[src/rtl/mpu_guard_pkg.sv]
package mpu_guard_pkg;
  localparam int unsigned GRAN_LSB = 5;
  localparam int unsigned BLK_W    = 32 - GRAN_LSB;
  localparam int unsigned OFF_W    = 12;

  localparam logic [OFF_W-1:0] OFF_TYPE    = 12'hD90;
  localparam logic [OFF_W-1:0] OFF_CTRL    = 12'hD94;
  localparam logic [OFF_W-1:0] OFF_RNUM    = 12'hD98;
  localparam logic [OFF_W-1:0] OFF_BASE    = 12'hD9C;
  localparam logic [OFF_W-1:0] OFF_LIMIT   = 12'hDA0;
  localparam logic [OFF_W-1:0] OFF_BASE_1  = 12'hDA4;
  localparam logic [OFF_W-1:0] OFF_LIMIT_1 = 12'hDA8;
  localparam logic [OFF_W-1:0] OFF_BASE_2  = 12'hDAC;
  localparam logic [OFF_W-1:0] OFF_LIMIT_2 = 12'hDB0;
  localparam logic [OFF_W-1:0] OFF_BASE_3  = 12'hDB4;
  localparam logic [OFF_W-1:0] OFF_LIMIT_3 = 12'hDB8;
  localparam logic [OFF_W-1:0] OFF_ATTRW0  = 12'hDC0;
  localparam logic [OFF_W-1:0] OFF_ATTRW1  = 12'hDC4;

  // bit 1 = read-only, bit 0 = any privilege level
  typedef enum logic [1:0] {
    PERM_RW_PRIV = 2'd0,
    PERM_RW_ANY  = 2'd1,
    PERM_RO_PRIV = 2'd2,
    PERM_RO_ANY  = 2'd3
  } perm_e;

  typedef struct packed {
    logic [BLK_W-1:0] base;
    logic [BLK_W-1:0] limit;
    perm_e            perm;
    logic             no_exec;
    logic             en;
    logic [2:0]       attr_idx;
  } region_t;
endpackage

[src/rtl/mpu_cfg_regs.sv]
module mpu_cfg_regs
  import mpu_guard_pkg::*;
#(
  parameter int unsigned NUM_REGIONS = 8
) (
  input  logic                              clk,
  input  logic                              rst,
  input  logic                              cfg_we,
  input  logic [OFF_W-1:0]                  cfg_addr,
  input  logic [31:0]                       cfg_wdata,
  output logic [31:0]                       cfg_rdata,
  output region_t [NUM_REGIONS-1:0]         regions_o,
  output logic [1:0][31:0]                  attr_words_o,
  output logic                              unit_en_o,
  output logic                              bg_en_o
);
  localparam int unsigned IDX_W = $clog2(NUM_REGIONS);

  region_t [NUM_REGIONS-1:0] regs_q;
  logic [1:0][31:0]          attrw_q;
  logic [IDX_W-1:0]          rnum_q;
  logic                      en_q, bg_q;

  logic             hit_base, hit_limit, alias_on;
  logic [1:0]       alias_k;
  logic [IDX_W-1:0] tgt;
  logic [31:0]      rd_d;

  always_comb begin
    hit_base  = 1'b0;
    hit_limit = 1'b0;
    alias_on  = 1'b0;
    alias_k   = 2'd0;
    case (cfg_addr)
      OFF_BASE:    hit_base = 1'b1;
      OFF_LIMIT:   hit_limit = 1'b1;
      OFF_BASE_1:  begin hit_base  = 1'b1; alias_on = 1'b1; alias_k = 2'd1; end
      OFF_LIMIT_1: begin hit_limit = 1'b1; alias_on = 1'b1; alias_k = 2'd1; end
      OFF_BASE_2:  begin hit_base  = 1'b1; alias_on = 1'b1; alias_k = 2'd2; end
      OFF_LIMIT_2: begin hit_limit = 1'b1; alias_on = 1'b1; alias_k = 2'd2; end
      OFF_BASE_3:  begin hit_base  = 1'b1; alias_on = 1'b1; alias_k = 2'd3; end
      OFF_LIMIT_3: begin hit_limit = 1'b1; alias_on = 1'b1; alias_k = 2'd3; end
      default: ;
    endcase
    tgt = alias_on ? ((rnum_q & ~IDX_W'(3)) | IDX_W'(alias_k)) : rnum_q;
  end

  always_ff @(posedge clk) begin
    if (rst) begin
      regs_q  <= '0;
      attrw_q <= '0;
      rnum_q  <= '0;
      en_q    <= 1'b0;
      bg_q    <= 1'b0;
    end else if (cfg_we) begin
      case (cfg_addr)
        OFF_CTRL:   begin en_q <= cfg_wdata[0]; bg_q <= cfg_wdata[2]; end
        OFF_RNUM:   rnum_q <= cfg_wdata[IDX_W-1:0];
        OFF_ATTRW0: attrw_q[0] <= cfg_wdata;
        OFF_ATTRW1: attrw_q[1] <= cfg_wdata;
        default: ;
      endcase
      if (hit_base) begin
        regs_q[tgt].base    <= cfg_wdata[31:GRAN_LSB];
        regs_q[tgt].perm    <= perm_e'(cfg_wdata[2:1]);
        regs_q[tgt].no_exec <= cfg_wdata[0];
      end
      if (hit_limit) begin
        regs_q[tgt].limit    <= cfg_wdata[31:GRAN_LSB];
        regs_q[tgt].attr_idx <= cfg_wdata[3:1];
        regs_q[tgt].en       <= cfg_wdata[0];
      end
    end
  end

  always_comb begin
    rd_d = '0;
    case (cfg_addr)
      OFF_TYPE:   rd_d = 32'(NUM_REGIONS) << 8;
      OFF_CTRL:   rd_d = {29'd0, bg_q, 1'b0, en_q};
      OFF_RNUM:   rd_d = 32'(rnum_q);
      OFF_ATTRW0: rd_d = attrw_q[0];
      OFF_ATTRW1: rd_d = attrw_q[1];
      default: ;
    endcase
    if (hit_base)
      rd_d = {regs_q[tgt].base, {(GRAN_LSB-3){1'b0}}, regs_q[tgt].perm, regs_q[tgt].no_exec};
    if (hit_limit)
      rd_d = {regs_q[tgt].limit, {(GRAN_LSB-4){1'b0}}, regs_q[tgt].attr_idx, regs_q[tgt].en};
  end

  always_ff @(posedge clk) begin
    if (rst) cfg_rdata <= '0;
    else     cfg_rdata <= rd_d;
  end

  assign regions_o    = regs_q;
  assign attr_words_o = attrw_q;
  assign unit_en_o    = en_q;
  assign bg_en_o      = bg_q;

  // a control write lands in the enable bits on the next edge
  assert_ctrl_write_R11: assert property (@(posedge clk) disable iff (rst)
    (cfg_we && cfg_addr == OFF_CTRL) |=> (unit_en_o == $past(cfg_wdata[0]) && bg_en_o == $past(cfg_wdata[2])));
  // first cycle out of reset shows a disabled unit
  assert_reset_off_R1: assert property (@(posedge clk) disable iff (rst)
    $past(rst) |-> (!unit_en_o && !bg_en_o));
endmodule

[src/rtl/mpu_region_match.sv]
module mpu_region_match
  import mpu_guard_pkg::*;
#(
  parameter int unsigned NUM_REGIONS = 8
) (
  input  region_t [NUM_REGIONS-1:0] regions_i,
  input  logic [BLK_W-1:0]          blk_i,
  output logic [NUM_REGIONS-1:0]    hit_o
);
  for (genvar g = 0; g < NUM_REGIONS; g++) begin : g_cmp
    logic above_base, below_limit;
    assign above_base  = (blk_i >= regions_i[g].base);
    assign below_limit = (blk_i <= regions_i[g].limit);
    assign hit_o[g]    = regions_i[g].en && above_base && below_limit;
  end
endmodule

[src/rtl/mpu_access_eval.sv]
module mpu_access_eval
  import mpu_guard_pkg::*;
#(
  parameter int unsigned NUM_REGIONS = 8
) (
  input  logic                      clk,
  input  logic                      rst,
  input  region_t [NUM_REGIONS-1:0] regions_i,
  input  logic [NUM_REGIONS-1:0]    hit_i,
  input  logic [1:0][31:0]          attr_words_i,
  input  logic                      unit_en_i,
  input  logic                      bg_en_i,
  input  logic                      priv_i,
  input  logic                      write_i,
  input  logic                      fetch_i,
  output logic                      allow_o,
  output logic [7:0]                attr_o
);
  region_t    sel;
  logic       none_hit, one_hit;
  logic       perm_ok, exec_ok;
  logic [4:0] byte_lsb;

  always_comb begin
    sel = '0;
    for (int i = 0; i < NUM_REGIONS; i++)
      if (hit_i[i]) sel = region_t'(sel | regions_i[i]);
  end

  assign none_hit = (hit_i == '0);
  assign one_hit  = ($countones(hit_i) == 1);
  assign perm_ok  = !(write_i && sel.perm[1]) && (priv_i || sel.perm[0]);
  assign exec_ok  = !(fetch_i && sel.no_exec);
  assign byte_lsb = {sel.attr_idx[1:0], 3'b000};

  always_comb begin
    allow_o = 1'b0;
    attr_o  = 8'h00;
    if (!unit_en_i) begin
      allow_o = 1'b1;
    end else if (none_hit) begin
      allow_o = priv_i && bg_en_i;
    end else if (one_hit) begin
      allow_o = perm_ok && exec_ok;
      attr_o  = attr_words_i[sel.attr_idx[2]][byte_lsb +: 8];
    end
  end

  assert_off_allows_R1: assert property (@(posedge clk) disable iff (rst)
    !unit_en_i |-> (allow_o && attr_o == 8'h00));
  assert_overlap_faults_R9: assert property (@(posedge clk) disable iff (rst)
    (unit_en_i && $countones(hit_i) > 1) |-> (!allow_o && attr_o == 8'h00));
  assert_unpriv_miss_R8: assert property (@(posedge clk) disable iff (rst)
    (unit_en_i && hit_i == '0 && !priv_i) |-> !allow_o);
  assert_ro_write_R5: assert property (@(posedge clk) disable iff (rst)
    (unit_en_i && $countones(hit_i) == 1 && write_i && sel.perm[1]) |-> !allow_o);
  assert_fetch_nx_R6: assert property (@(posedge clk) disable iff (rst)
    (unit_en_i && $countones(hit_i) == 1 && fetch_i && sel.no_exec) |-> !allow_o);
endmodule

[src/rtl/mpu_region_guard.sv]
module mpu_region_guard
  import mpu_guard_pkg::*;
#(
  parameter int unsigned NUM_REGIONS = 8
) (
  input  logic        clk,
  input  logic        rst,
  input  logic        cfg_we,
  input  logic [11:0] cfg_addr,
  input  logic [31:0] cfg_wdata,
  output logic [31:0] cfg_rdata,
  input  logic [31:0] acc_addr,
  input  logic        acc_priv,
  input  logic        acc_write,
  input  logic        acc_fetch,
  output logic        acc_allow,
  output logic [7:0]  acc_attr
);
  region_t [NUM_REGIONS-1:0] regions;
  logic [1:0][31:0]          attr_words;
  logic                      unit_en, bg_en;
  logic [NUM_REGIONS-1:0]    hit;

  mpu_cfg_regs #(.NUM_REGIONS(NUM_REGIONS)) u_regs (
    .clk(clk), .rst(rst), .cfg_we(cfg_we), .cfg_addr(cfg_addr),
    .cfg_wdata(cfg_wdata), .cfg_rdata(cfg_rdata), .regions_o(regions),
    .attr_words_o(attr_words), .unit_en_o(unit_en), .bg_en_o(bg_en)
  );

  mpu_region_match #(.NUM_REGIONS(NUM_REGIONS)) u_match (
    .regions_i(regions), .blk_i(acc_addr[31:GRAN_LSB]), .hit_o(hit)
  );

  mpu_access_eval #(.NUM_REGIONS(NUM_REGIONS)) u_eval (
    .clk(clk), .rst(rst), .regions_i(regions), .hit_i(hit),
    .attr_words_i(attr_words), .unit_en_i(unit_en), .bg_en_i(bg_en),
    .priv_i(acc_priv), .write_i(acc_write), .fetch_i(acc_fetch),
    .allow_o(acc_allow), .attr_o(acc_attr)
  );

  // a disabled region never reports a hit
  for (genvar g = 0; g < NUM_REGIONS; g++) begin : g_chk
    assert_off_region_nohit_R11: assert property (@(posedge clk) disable iff (rst)
      !regions[g].en |-> !hit[g]);
  end
endmodule

[config.mk]
export PLATFORM = sky130hd
export DESIGN_NAME = mpu_region_guard
export DESIGN_NICKNAME = d
export VERILOG_FILES = /design/src/rtl/mpu_guard_pkg.sv /design/src/rtl/mpu_cfg_regs.sv /design/src/rtl/mpu_region_match.sv /design/src/rtl/mpu_access_eval.sv /design/src/rtl/mpu_region_guard.sv
export SDC_FILE = /design/constraint.sdc
export NUM_CORES = 2
export LEC_CHECK = 0
export ABC_AREA = 1
export BUFFER_PORTS_ARGS = -buffer_cell sky130_fd_sc_hd__buf_2
export CAP_MARGIN = 20
export CORE_MARGIN = 4
export CORE_UTILIZATION = 51
export CTS_BUF_LIST = sky130_fd_sc_hd__clkbuf_8
export CTS_CLUSTER_SIZE = 10
export DETAILED_ROUTE_END_ITERATION = 7
export PLACE_DENSITY = 0.68
export SYNTH_ARGS = -nofsm -noshare
export SYNTH_HDL_FRONTEND = slang
export SYNTH_SLANG_ARGS = --single-unit
[constraint.sdc]
create_clock -name clk -period 5.9 [get_ports clk]
set_input_delay 0.59 -clock clk [delete_from_list [all_inputs] [get_ports clk]]
set_output_delay 0.59 -clock clk [all_outputs]
set_load 0.05 [all_outputs]
======== After elaboration in Yosys (flattened, before gate mapping) ========
Cells that the tools add are included.
storage, ports and cells
  register bits ........................... 589
  input bits .............................. 82
  word-level logic and storage cells ...... 189
operators by class
  $add $sub $neg .......................... 7
  $lt $le $gt $ge ......................... 19
  equal/unequal tests ..................... 14
  shift-type cells ........................ 1
  muxes and demuxes ....................... 48
  bitwise gates (word level) .............. 8
  reductions and logical operators ........ 37
operators by type and width
  kind                                            count
  bitwise mux 488 bit                             6
  two-way mux 488 bit                             4
  demux 61 bit (select 3 bit)                     6
  >= comparator 27 bit                            8
  less-or-equal comparator 27 bit                 8
  binary-select mux 61 bit (select 3 bit)         1
  case mux 32 bit (5 select lines)                1
  == test 12 bit, second input constant           13
  two-way mux 32 bit                              4
  two-way mux 61 bit                              2
  adder 32 bit                                    3
  two-way mux 7 bit                               9
  bitwise OR 7 bit                                7
  two-way mux 34 bit                              1
  == test 32 x 2 -> 1 bit, second input constant  1
  indexed part select 32 x 6 -> 8 bit             1
  two-way mux 8 bit                               3
  logical AND 1 bit                               22
  adder 1 x 1 -> 2 bit                            4
  logical NOT 8 bit                               1
  AND reduction 2 bit                             4
  OR reduction 4 bit                              2
  two-way mux 1 bit                               6
  two-way mux 3 bit                               2
  12 further kinds                                15

======== Logic depth before layout (Yosys ltp) ========
  word-level depth ........................ 25
  gate-level depth with buffers ........... 25

======== Modules after synthesis ========
A second synthesis with hierarchy kept.
unflattened totals
  cell total of the unflattened synthesis .. 6149
  area, all modules ....................... 40550.1 um2
modules (own cells, without submodules)
  module            instances  cells each  area an instance (um2)  sequential area each (um2)
  mpu_cfg_regs      1          3739        26648.1                 11791.3
  mpu_region_match  1          2090        12305.6                 0.0
  mpu_access_eval   1          320         1596.5                  0.0

======== Least setup slack after synthesis ========
Ideal clock, no wire load.
  kind .................................... in2out
  start point ............................. input acc_addr[5]
  end point ............................... output acc_attr[0]
  arrival time ............................ 4923 ps
  path slack .............................. 387 ps
  cell stages on the path ................. 23
  path buffers ............................ 0
  cells stage by stage .................... inv_1 > ha_1 > nand3b_1 > nand2_1 > nand3_1 > nand3_1 > nand2_1 > nand2_1 > nand2_1 > nand3_1 > inv_1 > ha_1 > inv_1 > fa_1 > inv_1 > fa_1 > ha_1 > fa_1 > nor4b_1 > nand2_1 > nor2_1 > nand2_1 > nor2_1
between the ends
  longest elaborated chain between the ends .. 24
RTL lines
  element                                                 RTL line                source
  start: declaration                                      mpu_region_guard.sv:12  input logic [31:0] acc_addr,
  >= comparator 27 bit                                    mpu_region_match.sv:12  assign above_base = (blk_i >= regions_i[g].base);
  logical AND 1 bit (2 in series)                         mpu_region_match.sv:14  assign hit_o[g] = regions_i[g].en && above_base && below_limit;
  two-way mux 7 bit                                       mpu_access_eval.sv:27   if (hit_i[i]) sel = region_t'(sel | regions_i[i]);
  bitwise OR 7 bit                                        mpu_access_eval.sv:27
  two-way mux 7 bit                                       mpu_access_eval.sv:27
  bitwise OR 7 bit                                        mpu_access_eval.sv:27
  two-way mux 7 bit                                       mpu_access_eval.sv:27
  bitwise OR 7 bit                                        mpu_access_eval.sv:27
  [6 not listed]                                          n/a
  two-way mux 7 bit                                       mpu_access_eval.sv:27
  bitwise OR 7 bit                                        mpu_access_eval.sv:27
  two-way mux 7 bit                                       mpu_access_eval.sv:27
  two-way mux 32 bit (implied by the code) (2 in series)  mpu_access_eval.sv:45   attr_o = attr_words_i[sel.attr_idx[2]][byte_lsb +: 8];
  indexed part select 32 x 6 -> 8 bit                     mpu_access_eval.sv:45
  two-way mux 8 bit                                       mpu_access_eval.sv:43   end else if (one_hit) begin
  two-way mux 8 bit *                                     mpu_access_eval.sv:41   end else if (none_hit) begin
  two-way mux 8 bit *                                     mpu_access_eval.sv:39   if (!unit_en_i) begin
  end: declaration                                        mpu_region_guard.sv:17  output logic [7:0] acc_attr
Every way passes the cells marked *; elsewhere a longest branch is shown, timed or not. The select of a mux whose other input is x is not followed.

======== Worst setup path in the final report ========
  start point ............................. register u_regs.regs_q (netlist bit u_regs.regions_o[209])
  end point ............................... output acc_attr[5]
between the ends
  longest elaborated chain between the ends .. 17
RTL lines
  element                                                RTL line                source
  start: declaration                                     mpu_cfg_regs.sv:19      region_t [NUM_REGIONS-1:0] regs_q;
  less-or-equal comparator 27 bit *                      mpu_region_match.sv:13  assign below_limit = (blk_i <= regions_i[g].limit);
  logical AND 1 bit *                                    mpu_region_match.sv:14
  branches (longest 13 deep; another with adder 32 bit)  n/a
  two-way mux 8 bit *                                    mpu_access_eval.sv:41
  two-way mux 8 bit *                                    mpu_access_eval.sv:39
Every way passes the cells marked *. The select of a mux whose other input is x is not followed.

==> results.toml <==
[placement]
pre_cts_slack_ps = -366
port_buffers = 117
place_hpwl_mm = 106
gp_congestion = 1.01
place_area_um2 = 39100

[pwr]
irDropWorstVdd_mv = 0.183
power_uw = 9070
power.density_nw_per_um2 = 213
leakagePower_uw = 0.0172

[synthesis]
synth_top_cell_by_area = "dfxtp_1"
synth-main-ff-cell = "dfxtp_1"
synth_top_area_share_pct = 32.2
synth_area_leaders = "dfxtp_1 (32%), ha_1 (15%), nand2_1 (8.1%), a21oi_1 (7.5%), inv_1 (7.4%)"
syn_inst = 5224
yosys_warnings = 0
syn_area_per_cell_um2 = 7.01
synth_cell_types = 42
synth_edf_count = 0
async_flop_share_pct = 0
netlist_area_um2 = 36600
ys_seq_area_share_pct = 32.2
ys_seq_elements = 589
synth_fp_nets = 5752

[timing]
rsz0062_at_grt = "yes"
fin_crit_sh_pct = 102
fin_skew_ps = 28.9
whs_ps = 121
hold_viol_final = 0
slew_headroom_pct = 21.4
worst_pin_slew_ps = 1180
fin_crit_ps = 6050
max_freq_mhz = 165
drv_slew = 0
layout_setup_ws_ps = -146
setup_violations = 9

[floorplan]
core_um2 = 71400
start_util_pct = 51.3
die_x_um = 276
die_area_um2 = 76200
die_h_um = 276
design.portCount = 123
rows = 98

[worst_setup_path]
crit_end = "acc_attr[5]"
cp.required_ps = 5310
crit_slowest_cell = "fa_1"
r2r_start = "u_regs.rnum_q[0]"
path_common_cell = "fa_1"
r2r-end = "u_regs.cfg_rdata[1]"
worst-path-max-fanout = 8
crit_chain = "inv_2 > ha_4 > nand2_4 > nor2_4 > nand2_4 > nor3_2 > buf_4 > nand4_1 > nand2_2 > nand3_4 > inv_4 > ha_4 > fa_1 > fa_1 > ha_2 > fa_1 > nor4b_2 > nand2_1 > nor2_2 > buf_6 > nand2_1 > nor2_1 > buf_6"
crit_path_start_kind = "register"
path_class = "reg -> out"
crit_start = "u_regs.regions_o[209]"
end_kind = "output port"
slowest_delay_ps = 570
crit_arrival_ps = 5460
reg2reg_setup_slack_ps = 2890
r2r.worst_path.cells = 9

[run_status]
run_status = "finished with violations"
violations = "setup timing"

[detailed_routing]
via_count = 37500
postRouteAntennaNets = 0
drc = 0
wl_mm = 147
drt-initial-drc-count = 4590
routedWlPerCell_um = 22.9
viasPerCell = 5.83
first_pass_iters = 6

[global_route]
grt_pass1_vias = 34400
grt_max_degree = 182
grt_pass1_wl_mm = 216
antenna_found_initial = 5
grt.total_usage_pct = 36.8
grt_overflow = 0

[worst_hold_path]
min_path_cells = 3
hold_path.class = "in -> reg"

[clocking]
clockBufferDepth = 3
cts.clk_slew.worst_paths_ps = 60
clk_latency_ps = 740
clkSinkCount = 589
cts-root-buf = "clkbuf_8"
cts_made_buffers = 105
htree_num_levels = 3
cts_tree = "done"

[flow_run]
cap_violations = 0

[cells_and_area]
drive_above_1_share_pct = 13.7
postLayoutCoreUtil_pct = 59.8
layout_commonest_cell = "nand2_1"
nets = 5929
final_cell_area_um2 = 42700
layout_common_cells = "nand2_1 (760), inv_1 (709), dfxtp_1 (570)"
area_growth_pct = 16.5
## routing by layer
metal | share of wire (%) | wire length [µm] | vias up | global-route usage, %
met5 | 0.038 | 56 | - | 0
met4 | 7.6 | 11200 | 4 | 23.2
met2 | 42 | 62200 | 1879 | 55.9
met3 | 9.8 | 14400 | 440 | 7.54
met1 | 40 | 59700 | 17200 | 47.9
li1 | - | - | 18000 | -
## repair_timing
action                                  4_1_cts  5_1_grt
gates resized for setup                     153      117
pin swaps                                    25       27
setup buffers                                11        8
hold buffers                                  0        0
endpoints found under the setup margin        9        9
## how the worst min path moves through the flow
stage,end,from
after floorplan,u_regs.regions_o[429],u_regs.regions_o[429]
after global placement,u_regs.cfg_rdata[4],u_regs.attr_words_o[4]
after detailed placement,u_regs.cfg_rdata[4],u_regs.attr_words_o[4]
after CTS,u_regs.attr_words_o[36],cfg_wdata[4]
after global routing,u_regs.attr_words_o[36],cfg_wdata[4]
final,u_regs.attr_words_o[36],cfg_wdata[4]
## critical path, delay by kind of cell (launching register included)
| family | cells | cell delay (ps) |
|---|---|---|
| DFF | 1 | 340 |
| buffers and inverters | 5 | 630 |
| adders and majority gates | 6 | 1990 |
| and+or+nand+nor | 12 | 1740 |
## registers in the layout, summed over array words and instances, names as in the netlist
register / cells
u_regs.unit_en_o: 1
u_regs.bg_en_o: 1
u_regs.rnum_q: 3
u_regs.cfg_rdata: 32
u_regs.regions_o: 488
u_regs.attr_words_o: 64
## cells in the mapped netlist (2+ instances only)
cell type and instances:
nand2_1 795, inv_1 719, dfxtp_1 589, nor2_1 573, a21oi_1 550, o21ai_0 446
ha_1 442, a211oi_1 212, clkbuf_1 189, nand3_1 149, o22ai_1 146, nand4_1 103
buf_2 52, nor3_1 46, clkinv_1 32, buf_1 31, a21o_1 24, o21a_1 22
o221ai_1 16, o21ai_1 13, nand3b_1 12, a221oi_1 11, and2_1 7, nor4_1 7
nor2_2 6, inv_2 5, fa_1 4, nand2_2 3, nor4b_1 3, a31oi_1 2
and3_1 2, nor2_4 2, nor3_2 2
## report_power, final
| group | internal [µW] | switching, µW |
|---|---|---|
| logic | 329 | 621 |
| registers | 3980 | 0.243 |
| clock network | 2290 | 1860 |
| total | 6590 | 2480 |
## cells by family after synthesis
| kind of cell | synth area share, % |
|---|---|
| AND/OR/NAND/NOR | 19.4 |
| AO/OA/AOI/OAI | 22.4 |
| buffers and inverters | 10.8 |
| flip-flops | 32.2 |
| adder cells (fa/ha/maj) | 15.3 |
## metrics by stage
| step | instances | setup TNS, ps |
|---|---|---|
| floorplan | 5224 | 0 |
| global placement | 6224 | -1800 |
| detailed placement | 6225 | -3070 |
| CTS | 6421 | -97.3 |
| global route | 6430 | -1650 |
| finish | 6430 | -520 |
## final cells by class
cell class	count	area (µm²)
clock inverter	55	432
tap	950	1190
timing repair buffer	344	2500
multi-input combinational	3605	22100
clock buffer	130	1790
sequential	589	11800
antenna	1	2.50
inverter	756	2860
fill	6765	28700
Note: power is estimated with default switching activity, not from simulation.
